==> src/rtl/ccdseq_pkg.sv <==
package ccdseq_pkg;
  parameter int CNT_W = 8;
  parameter int POS_W = 16;

  typedef struct packed {
    logic             mpp;
    logic             shutEn;
    logic [CNT_W-1:0] tgW;
    logic [CNT_W-1:0] halfPer;
    logic [CNT_W-1:0] rgW;
    logic [CNT_W-1:0] lead;
    logic [POS_W-1:0] openAt;
  } seq_cfg_t;

  typedef struct packed {
    logic hRun;
    logic xferOn;
    logic p1Force;
    logic slopeOn;
    logic shutClose;
    logic busyOn;
    logic activeOn;
  } seq_strobe_t;

  typedef enum logic [2:0] {
    S_IDLE, S_LEAD, S_XFER, S_READ, S_DUMMY
  } seq_state_t;
endpackage

==> src/rtl/ccdseq_ctrl.sv <==
module ccdseq_ctrl
  import ccdseq_pkg::*;
#(
  parameter int PRE_PIX  = 70,
  parameter int ACT_PIX  = 2048,
  parameter int POST_PIX = 10,
  parameter int IW       = 11
) (
  input  logic        clk,
  input  logic        rstN,
  input  logic        lineStart,
  input  seq_cfg_t    cfgIn,
  input  logic        pixEnd,
  output seq_cfg_t    cfgQ,
  output seq_strobe_t stb,
  output logic [IW-1:0] pixOff,
  output logic        warnQ
);
  localparam int LINE = PRE_PIX + ACT_PIX + POST_PIX;
  localparam logic [POS_W-1:0] LAST_PIX = POS_W'(LINE - 1);
  localparam logic [POS_W-1:0] WIN_LO   = POS_W'(PRE_PIX);
  localparam logic [POS_W-1:0] WIN_HI   = POS_W'(PRE_PIX + ACT_PIX);
  localparam logic [POS_W-1:0] PC_MAX   = '1;
  localparam logic [CNT_W-1:0] ONE_C    = CNT_W'(1);
  localparam logic [CNT_W-1:0] TWO_C    = CNT_W'(2);
  localparam logic [CNT_W-1:0] HP_MAX   = CNT_W'((1 << (CNT_W - 1)) - 1);

  seq_state_t       state;
  logic [CNT_W-1:0] cnt;
  logic [POS_W-1:0] pc;
  seq_cfg_t         cfgSan;
  logic             accept;
  logic             warnNext;

  // Sanitise the requested widths so the phase ordering always holds
  always_comb begin
    cfgSan = cfgIn;
    if (cfgIn.halfPer < TWO_C)       cfgSan.halfPer = TWO_C;
    else if (cfgIn.halfPer > HP_MAX) cfgSan.halfPer = HP_MAX;
    if (cfgIn.rgW == '0)                   cfgSan.rgW = ONE_C;
    else if (cfgIn.rgW >= cfgSan.halfPer)  cfgSan.rgW = cfgSan.halfPer - ONE_C;
    if (cfgIn.tgW <= cfgSan.halfPer)       cfgSan.tgW = cfgSan.halfPer + ONE_C;
    if (cfgIn.lead == '0)                  cfgSan.lead = ONE_C;
  end

  assign accept   = lineStart && (state == S_IDLE || state == S_DUMMY);
  assign warnNext = cfgIn.shutEn && (cfgIn.openAt >= WIN_LO) && (cfgIn.openAt < WIN_HI);

  always_ff @(posedge clk) begin
    if (!rstN) begin
      state <= S_IDLE;
      cnt   <= '0;
      pc    <= '0;
      cfgQ  <= '0;
      warnQ <= 1'b0;
    end else if (accept) begin
      cfgQ  <= cfgSan;
      warnQ <= warnNext;
      state <= S_LEAD;
      cnt   <= '0;
    end else begin
      case (state)
        S_LEAD: begin
          if (cnt == cfgQ.lead - ONE_C) begin
            state <= S_XFER;
            cnt   <= '0;
          end else begin
            cnt <= cnt + ONE_C;
          end
        end
        S_XFER: begin
          if (cnt == cfgQ.tgW - ONE_C) begin
            state <= S_READ;
            cnt   <= '0;
            pc    <= '0;
          end else begin
            cnt <= cnt + ONE_C;
          end
        end
        S_READ: begin
          if (pixEnd) begin
            pc <= pc + POS_W'(1);
            if (pc == LAST_PIX) state <= S_DUMMY;
          end
        end
        S_DUMMY: begin
          if (pixEnd && pc != PC_MAX) pc <= pc + POS_W'(1);
        end
        default: state <= S_IDLE;
      endcase
    end
  end

  always_comb begin
    stb.hRun      = (state == S_READ) || (state == S_DUMMY);
    stb.xferOn    = (state == S_XFER);
    stb.p1Force   = (state == S_XFER) && (cnt >= cfgQ.tgW - cfgQ.halfPer);
    stb.slopeOn   = !cfgQ.mpp || (state == S_LEAD) || (state == S_XFER);
    stb.shutClose = cfgQ.shutEn && stb.hRun && (pc < cfgQ.openAt);
    stb.busyOn    = (state == S_LEAD) || (state == S_XFER) || (state == S_READ);
    stb.activeOn  = (state == S_READ) && (pc >= WIN_LO) && (pc < WIN_HI);
  end

  assign pixOff = IW'(pc - WIN_LO);

  // a request during readout never restarts the line
  p_ignore_busy_r2: assert property (@(posedge clk) disable iff (!rstN)
    (state == S_READ && lineStart) |=> (state != S_LEAD));

  // the dummy region is only reached after a full line of pixels
  p_full_line_r4: assert property (@(posedge clk) disable iff (!rstN)
    (state == S_DUMMY) |-> (pc >= POS_W'(LINE)));
endmodule

==> src/rtl/ccdseq_drive.sv <==
module ccdseq_drive
  import ccdseq_pkg::*;
#(
  parameter int IW = 11
) (
  input  logic             clk,
  input  logic             rstN,
  input  seq_strobe_t      stb,
  input  logic [CNT_W-1:0] halfPer,
  input  logic [CNT_W-1:0] rgW,
  input  logic [IW-1:0]    pixOff,
  output logic             pixEnd,
  output logic             shutQ,
  output logic             tgQ,
  output logic             slopeQ,
  output logic             p1Q,
  output logic             p2Q,
  output logic             sgQ,
  output logic             rgQ,
  output logic             clampQ,
  output logic             sampleQ,
  output logic             busyQ,
  output logic             validQ,
  output logic [IW-1:0]    idxQ
);
  logic [CNT_W:0] c;
  logic [CNT_W:0] perLast;
  logic [CNT_W:0] hpX;
  logic [CNT_W:0] rgX;
  logic           p1N, p2N, rgN, clampN;

  assign hpX     = {1'b0, halfPer};
  assign rgX     = {1'b0, rgW};
  assign perLast = {halfPer, 1'b0} - {{CNT_W{1'b0}}, 1'b1};
  assign pixEnd  = stb.hRun && (c == perLast);

  always_ff @(posedge clk) begin
    if (!rstN || !stb.hRun || pixEnd) c <= '0;
    else                              c <= c + {{CNT_W{1'b0}}, 1'b1};
  end

  always_comb begin
    p1N    = stb.p1Force || (stb.hRun && c < hpX);
    p2N    = stb.hRun && (c >= hpX);
    rgN    = stb.hRun && (c < rgX);
    clampN = stb.hRun && (c == rgX);
  end

  always_ff @(posedge clk) begin
    if (!rstN) begin
      shutQ   <= 1'b0;
      tgQ     <= 1'b0;
      slopeQ  <= 1'b1;
      p1Q     <= 1'b0;
      p2Q     <= 1'b0;
      sgQ     <= 1'b0;
      rgQ     <= 1'b0;
      clampQ  <= 1'b0;
      sampleQ <= 1'b0;
      busyQ   <= 1'b0;
      validQ  <= 1'b0;
      idxQ    <= '0;
    end else begin
      shutQ   <= stb.shutClose;
      tgQ     <= stb.xferOn;
      slopeQ  <= stb.slopeOn;
      p1Q     <= p1N;
      p2Q     <= p2N;
      sgQ     <= p2N;
      rgQ     <= rgN;
      clampQ  <= clampN;
      sampleQ <= pixEnd;
      busyQ   <= stb.busyOn;
      validQ  <= stb.activeOn;
      idxQ    <= stb.activeOn ? pixOff : '0;
    end
  end

  // phase 1 already high when the transfer gate drops
  p_p1_at_xfer_end_r3: assert property (@(posedge clk) disable iff (!rstN)
    $fell(tgQ) |-> p1Q);
  // slope present whenever the transfer gate opens
  p_slope_before_xfer_r5: assert property (@(posedge clk) disable iff (!rstN)
    $rose(tgQ) |-> slopeQ);
  // slope only ever drops together with the transfer gate
  p_slope_drop_r5: assert property (@(posedge clk) disable iff (!rstN)
    $fell(slopeQ) |-> $fell(tgQ));
  // horizontal phases never overlap
  p_phase_excl_r8: assert property (@(posedge clk) disable iff (!rstN)
    $onehot0({p1Q, p2Q}));
  // clamp follows the end of the reset pulse
  p_clamp_after_reset_r9: assert property (@(posedge clk) disable iff (!rstN)
    clampQ |-> (!rgQ && $past(rgQ)));
  // sample taken while the summing gate holds charge
  p_sample_in_sum_r9: assert property (@(posedge clk) disable iff (!rstN)
    sampleQ |-> (p2Q && sgQ));
  // active pixels only appear within a busy line
  p_valid_in_line_r6: assert property (@(posedge clk) disable iff (!rstN)
    validQ |-> busyQ);
endmodule

==> src/rtl/ccd_line_seq.sv <==
module ccd_line_seq
  import ccdseq_pkg::*;
#(
  parameter int PRE_PIX  = 70,
  parameter int ACT_PIX  = 2048,
  parameter int POST_PIX = 10,
  parameter int IW       = (ACT_PIX > 1) ? $clog2(ACT_PIX) : 1
) (
  input  logic             clk,
  input  logic             rstN,
  input  logic             lineStart,
  input  logic             cfgMpp,
  input  logic             cfgShutterEn,
  input  logic [CNT_W-1:0] cfgTgWidth,
  input  logic [CNT_W-1:0] cfgHalfPeriod,
  input  logic [CNT_W-1:0] cfgRgWidth,
  input  logic [CNT_W-1:0] cfgSlopeLead,
  input  logic [POS_W-1:0] cfgOpenAt,
  output logic             shutterGate,
  output logic             xferGate,
  output logic             slopeSel,
  output logic             hClk1,
  output logic             hClk2,
  output logic             sumGate,
  output logic             resetPulse,
  output logic             clampStb,
  output logic             sampleStb,
  output logic             busy,
  output logic             pixValid,
  output logic [IW-1:0]    pixIndex,
  output logic             shutterWarn
);
  seq_cfg_t    cfgIn;
  seq_cfg_t    cfgQ;
  seq_strobe_t stb;
  logic [IW-1:0] pixOff;
  logic        pixEnd;

  always_comb begin
    cfgIn.mpp     = cfgMpp;
    cfgIn.shutEn  = cfgShutterEn;
    cfgIn.tgW     = cfgTgWidth;
    cfgIn.halfPer = cfgHalfPeriod;
    cfgIn.rgW     = cfgRgWidth;
    cfgIn.lead    = cfgSlopeLead;
    cfgIn.openAt  = cfgOpenAt;
  end

  ccdseq_ctrl #(
    .PRE_PIX(PRE_PIX), .ACT_PIX(ACT_PIX), .POST_PIX(POST_PIX), .IW(IW)
  ) u_ctrl (
    .clk(clk), .rstN(rstN), .lineStart(lineStart), .cfgIn(cfgIn),
    .pixEnd(pixEnd), .cfgQ(cfgQ), .stb(stb), .pixOff(pixOff),
    .warnQ(shutterWarn)
  );

  ccdseq_drive #(.IW(IW)) u_drive (
    .clk(clk), .rstN(rstN), .stb(stb), .halfPer(cfgQ.halfPer),
    .rgW(cfgQ.rgW), .pixOff(pixOff), .pixEnd(pixEnd),
    .shutQ(shutterGate), .tgQ(xferGate), .slopeQ(slopeSel),
    .p1Q(hClk1), .p2Q(hClk2), .sgQ(sumGate), .rgQ(resetPulse),
    .clampQ(clampStb), .sampleQ(sampleStb), .busyQ(busy),
    .validQ(pixValid), .idxQ(pixIndex)
  );
endmodule

==> config.mk <==
export PLATFORM = sky130hd
export DESIGN_NAME = ccd_line_seq
export DESIGN_NICKNAME = d
export VERILOG_FILES = /design/src/rtl/ccdseq_pkg.sv /design/src/rtl/ccdseq_ctrl.sv /design/src/rtl/ccdseq_drive.sv /design/src/rtl/ccd_line_seq.sv
export SDC_FILE = /design/constraint.sdc
export NUM_CORES = 1
export LEC_CHECK = 0
export ABC_AREA = 1
export CORE_UTILIZATION = 35
export CTS_CLUSTER_SIZE = 16
export DETAILED_ROUTE_END_ITERATION = 16
export PLACE_DENSITY = 0.55
export SETUP_SLACK_MARGIN = 0.4
export SYNTH_ARGS = -nofsm -noshare
export SYNTH_HDL_FRONTEND = slang
export SYNTH_SLANG_ARGS = --single-unit
==> constraint.sdc <==
create_clock -name clk -period 3.05 [get_ports clk]
set_clock_uncertainty 0.1 [all_clocks]
set_input_delay 0.61 -clock clk [delete_from_list [all_inputs] [get_ports clk]]
set_output_delay 0.61 -clock clk [all_outputs]
set_load 0.1 [all_outputs]
After elaboration in Yosys (flattened, before gate mapping) --
Index checks and enable logic that the tools add are counted.
Operators by class: $add $sub $neg 10, order comparisons 13, eq/ne operators 20, multiplexer cells 19, bitwise logic cells 3, reduce and logical (&&, ||, !) cells 36
Operators with widths (count):
- 2-to-1 mux 8 bit | 8
- 2-to-1 mux 16 bit | 3
- case mux 16 bit (3 select lines) | 1
- greater-or-equal comparator 16 x 7 -> 1 bit, second input constant | 2
- < comparator 16 x 12 -> 1 bit, second input constant | 2
- subtractor 8 x 1 -> 8 bit, second input constant | 3
- < comparator 9 x 8 -> 1 bit | 2
- adder 16 x 1 -> 16 bit, second input constant | 1
- adder 8 x 1 -> 8 bit, second input constant | 2
- == test 16 x 12 -> 1 bit, second input constant | 1
- == test 8 bit | 2
- greater-or-equal comparator 8 bit | 2
- zero test 8 bit | 2
- < comparator 16 bit | 1
- inequality test 16 bit, second input constant | 1
- case mux 8 bit (2 select lines) | 1
- AND reduction 5 bit | 3
- logical AND 1 bit | 14
- 2-to-1 mux 3 bit | 4
- case mux 3 bit (4 select lines) | 1
- subtractor 11 x 7 -> 11 bit, second input constant | 1
- adder 9 x 1 -> 9 bit, second input constant | 1
- == test 9 x 8 -> 1 bit | 1
- == test 9 bit | 1
- 22 further kinds | 41
Word-level totals: bits in registers 108, bits of input ports 53, output and inout bits 23, logic and storage cells 125

Logic depth before layout (Yosys ltp) --
word-level depth 6, gate-level depth with buffers 18, gate-level depth less buffers 18

Hierarchy --
Synthesis repeated with hierarchy kept, for this count alone.
Unflattened totals: cell total of the unflattened synthesis 1087, area, all modules 7393.3 µm²
By module, submodules not included:
- ccdseq_ctrl | instances 1, cells an instance 855, area each 5703.0 µm², sequential area each 1561.5 µm²
- ccdseq_drive | instances 1, cells an instance 232, area each 1690.4 µm², sequential area each 600.6 µm²

Least setup slack after synthesis --
OpenSTA, ideal clock, no wires.
path kind input to register, from input cfgHalfPeriod[7], to register, netlist name u_ctrl.cfgQ[45], library setup time 0.120 ns, arrival time 2.652 ns, required time 2.830 ns, setup slack 0.179 ns, stages on the path 16, buffers on the path 1, cells stage by stage nor2_1 nand2_1 nor2_1 nand2_1 nand2_1 inv_1 ha_1 a21oi_1 o21ai_0 nand2_1 o211ai_1 nand2_1 clkbuf_1 nand2_1 o211ai_1 nand2_1
RTL lines:
- start: declaration | line ccd_line_seq.sv:15 | input logic [CNT_W-1:0] cfgHalfPeriod,

Final worst setup path --
from register, netlist name u_ctrl.cfgQ[33], to register u_drive.p1Q
On the way: cells in the longest elaborated chain, start to end 4, elaborated cells on any way between the ends 6, those cells by class 1 x add/sub; 2 x order compare; 3 x reduce/logical
RTL lines:
- subtractor 8 bit | line ccdseq_ctrl.sv:97 | stb.p1Force = (state == S_XFER) && (cnt >= cfgQ.tgW - cfgQ.halfPer);
- greater-or-equal comparator 8 bit | line ccdseq_ctrl.sv:97
- logical AND 1 bit | line ccdseq_ctrl.sv:97
- logical OR 1 bit * | line ccdseq_drive.sv:43 | p1N = stb.p1Force || (stb.hRun && c < hpX);
- end signal: assignment | line ccdseq_drive.sv:67 | p1Q <= p1N;
- end: declaration | line ccdseq_drive.sv:16 | output logic p1Q,
Mark *: on every way between the ends. The rest lies on a longest branch, timed or not. A chain may end at the register's enable or synchronous reset.

==> flow_summary.rst <==
.. list-table::
   :header-rows: 1

   * - Metric
     - Value
   * - Start point of the worst min-delay path
     - u_ctrl.cfgQ[0]
   * - Height of the die
     - approximately 150 um
   * - Final hold violation count
     - 0
   * - Wirelength per Cell
     - around 14 um
   * - Met1 usage
     - between 20% and 30%
   * - Origin of the worst setup path
     - u_ctrl.cfgQ[33]
   * - Worst Setup Path Type
     - register to register
   * - Remaining DRCs
     - 0
   * - Max-Slew Margin vs Limit
     - 53.60%
   * - Number of nets still failing antenna checks after routing
     - 0
   * - Total Wirelength
     - roughly 20000 um
   * - EDFF count, synth
     - 0
   * - Cell variety after synth
     - 41
   * - First-pass detailed-route iteration total
     - 5
   * - TritonCTS clock tree
     - done
   * - Final cycle utilization of the critical path
     - 86.11%
   * - Power, Total
     - 6.206 mW
   * - Post-route minimum period
     - approximately 2.6 ns
   * - Hold slack final
     - 0.3833 ns
   * - # clock sinks
     - approximately 110
   * - Lkg Pwr
     - ~4.2 nW
   * - Number of antenna violations at the first check in global routing
     - 0
   * - Slew at the pin with the worst max-slew slack
     - 0.6907 ns
   * - CTS Buffer Depth
     - 2
   * - Clock slew at the register clock pins of the worst setup and hold paths
     - 0.07 ns
   * - MaxCap Viol Count
     - 0
   * - Met3 usage in global routing
     - ~3.2%
   * - Async set-reset flop share out of synthesis
     - 0%
   * - Peak clock frequency supported by timing
     - around 0.38 GHz
   * - Worst Setup Start Kind
     - register
   * - Boundary Pins
     - 76
   * - Status
     - finished clean
   * - Total routing resource utilization after global routing
     - just under 20%
   * - Path category of the worst min-delay check
     - register to register
   * - Area fraction of the dominant cell type after synthesis
     - approximately 30%
   * - Clock latency reported for the late side of the worst-skew pair
     - 0.36 ns
   * - Number of global-route vias before repair
     - between 6000 and 7000
   * - Area growth from synthesis to layout
     - 26.77%
   * - Die extent in x
     - ~150 um
   * - Nature of the critical path endpoint
     - register
   * - Fin nets
     - 1312
   * - Post-synthesis instance area
     - between 7000 and 8000 um^2
   * - Synthesized area per cell
     - approximately 7 um^2
   * - Most common cell after layout, fill and taps aside
     - nand2_1
   * - Data required time at the worst endpoint
     - roughly 3.2 ns
   * - Highest-count cells in the layout ignoring fill and taps
     - nand2_1 (217), inv_1 (153), nor2_1 (131)
   * - Maximum number of pins on one net before global-route repair
     - 32
   * - Final global-route overflow total
     - 0
   * - Number of rows in the core area
     - 52
   * - Via-to-Cell Ratio
     - ~4.8
   * - GR Util met2
     - between 30% and 40%
   * - Arr. time, crit path
     - 2.82 ns
   * - Power per Cell Area
     - about 670 nW/um^2
   * - Worst R2R Start
     - u_ctrl.cfgQ[33]
   * - Core ar.
     - slightly above 20000 um^2
   * - Area enclosed by the die boundary
     - 21380 um^2
   * - Sequential cell area fraction in the yosys report
     - 29.71%
   * - Final-report setup violation count
     - 0
   * - Routability Congestion
     - 0.8366
   * - Total of fill cells in the finished design
     - approximately 2200
   * - Number of cells produced by synthesis
     - 1069
   * - Initial core utilization
     - a little over a third
   * - Number of antenna diodes
     - 0
   * - Vias
     - approximately 7100
   * - IO buf count
     - 75
   * - Clock Root Buffer
     - clkbuf_16
   * - Count of final max-slew check failures
     - 0
   * - Total clock buffers created by CTS
     - 9
   * - Worst VDD drop
     - 0.0003242 V
   * - Most congested layer reported by global routing
     - met2
   * - Post-detail-place hpwl
     - ~16000 um
   * - Wire length of the first global-routing pass
     - approximately 34000 um
   * - Post-synthesis sequential element count
     - around 110
   * - Primary flip-flop cell chosen by synthesis mapping
     - dfxtp_1
   * - Fraction of layout instances using a drive strength above 1
     - between 10 and 15%
   * - Iteration-0 DRC Markers
     - 357
   * - Clock H-tree levels
     - 3
   * - Yosys Warn Count
     - 0
   * - CP Max Fanout
     - 3
   * - Cells taking the most area after synthesis
     - dfxtp_1 (30%), ha_1 (12%), nand2_1 (12%)
   * - Largest area contributor in the netlist
     - dfxtp_1
   * - RSZ-0062 raised after global routing
     - true
## layer usage
metal | share of wire, % | up-vias
met4 | 0.67 | 0
met2 | 43 | 133
met5 | 0 | -
li1 | - | 3724
met3 | 3.9 | 8
met1 | 52 | 3219
## metrics by stage
stage          utilization (%)  worst slack, ns  setup TNS, ns  cells  instance area (um^2)
6_report                 45.45           0.4236              0   1462                  9226
5_1_grt                  45.45           0.2908              0   1462                  9226
4_1_cts                  43.90           0.3965              0   1447                  8912
3_5_place_dp             41.92          -0.1568         -1.339   1430                  8509
3_3_place_gp             41.92         -0.07728        -0.3501   1430                  8509
2_1_floorplan                -           0.4088              0   1070                  7303
## cell usage after synthesis (7+ instances only)
master,count
xor2_1,23
ha_1,71
nor2_1,137
o211ai_1,12
inv_1,160
o21ai_0,52
nand3_1,67
or2_2,7
nor3_1,18
dfxtp_1,108
xnor2_1,21
nand2_1,224
nor4_1,7
clkbuf_1,15
o22ai_1,25
nand4_1,18
a21oi_1,50
## critical path, stage by stage, from the launching register on
cell and delay [ns]:
dfxtp_2 0.35, inv_4 0.05, ha_2 0.31, nand3_2 0.08, nand2_2 0.09, a21oi_2 0.06, o21bai_1 0.20, nand2_1 0.07
nand2_1 0.08, a21oi_2 0.06, xor2_1 0.14, ha_1 0.32, nand2_2 0.09, nor2_4 0.12, nand4_1 0.14, o2111ai_2 0.11
nand2_2 0.11, o21ai_2 0.08
## flip-flops by register name (all words and copies together) (netlist names), 3 cells and up
register,cells
u_ctrl.cfgQ,50
u_ctrl.cnt,8
u_ctrl.pc,16
u_ctrl.state,3
u_drive.c,9
u_drive.idxQ,11
## cell families (layout without fill, tap and decap cells)
family / count (synthesis) / in the layout / synth area share, %
buffers and inverters: 186 / 306 / 9.971
AND/OR/NAND/NOR: 496 / 498 / 29.62
XOR/XNOR: 44 / 44 / 5.295
adder cells (fa/ha/maj): 72 / 72 / 12.48
AO/OA/AOI/OAI: 162 / 162 / 12.88
other: 1 / 2 / 0.05152
flip-flops: 108 / 108 / 29.71
## area by class of cell
cell class	instances	area, um^2	area share [%]
Sequential cell	108	2183	23.66
Inverter	161	615.6	6.672
Clock buffer	10	239.0	2.590
Timing Repair Buffer	129	1124	12.18
Multi-Input combinational cell	778	4641	50.30
Tap cell	270	337.8	3.662
Clock inverter	6	86.33	0.9357
## path summary, 6_finish.rpt
check | endpoint | slack [ns] | cells past startpoint
setup reg to reg | u_drive.p1Q | 0.42 | 17
hold / removal | u_ctrl.cfgQ[0] | 0.38 | 2
hold reg to reg | u_ctrl.cfgQ[0] | 0.38 | 2
setup / recovery | u_drive.p1Q | 0.42 | 17
## report_power, final
group | leakage [nW] | switching, mW | internal (mW)
registers | 0.884 | 0.262 | 1.64
clock network | 0.159 | 0.569 | 0.743
logic | 3.19 | 1.80 | 1.19
total | 4.23 | 2.63 | 3.57
## what timing repair did
item / CTS / global route
endpoints found under the setup margin: 17 / 40
pin swaps: 5 / 20
gates cloned: 0 / 2
setup buffers: 1 / 13
hold buffers: 0 / 0
gates resized for setup: 23 / 53
Power figures use the tool's default switching activity.
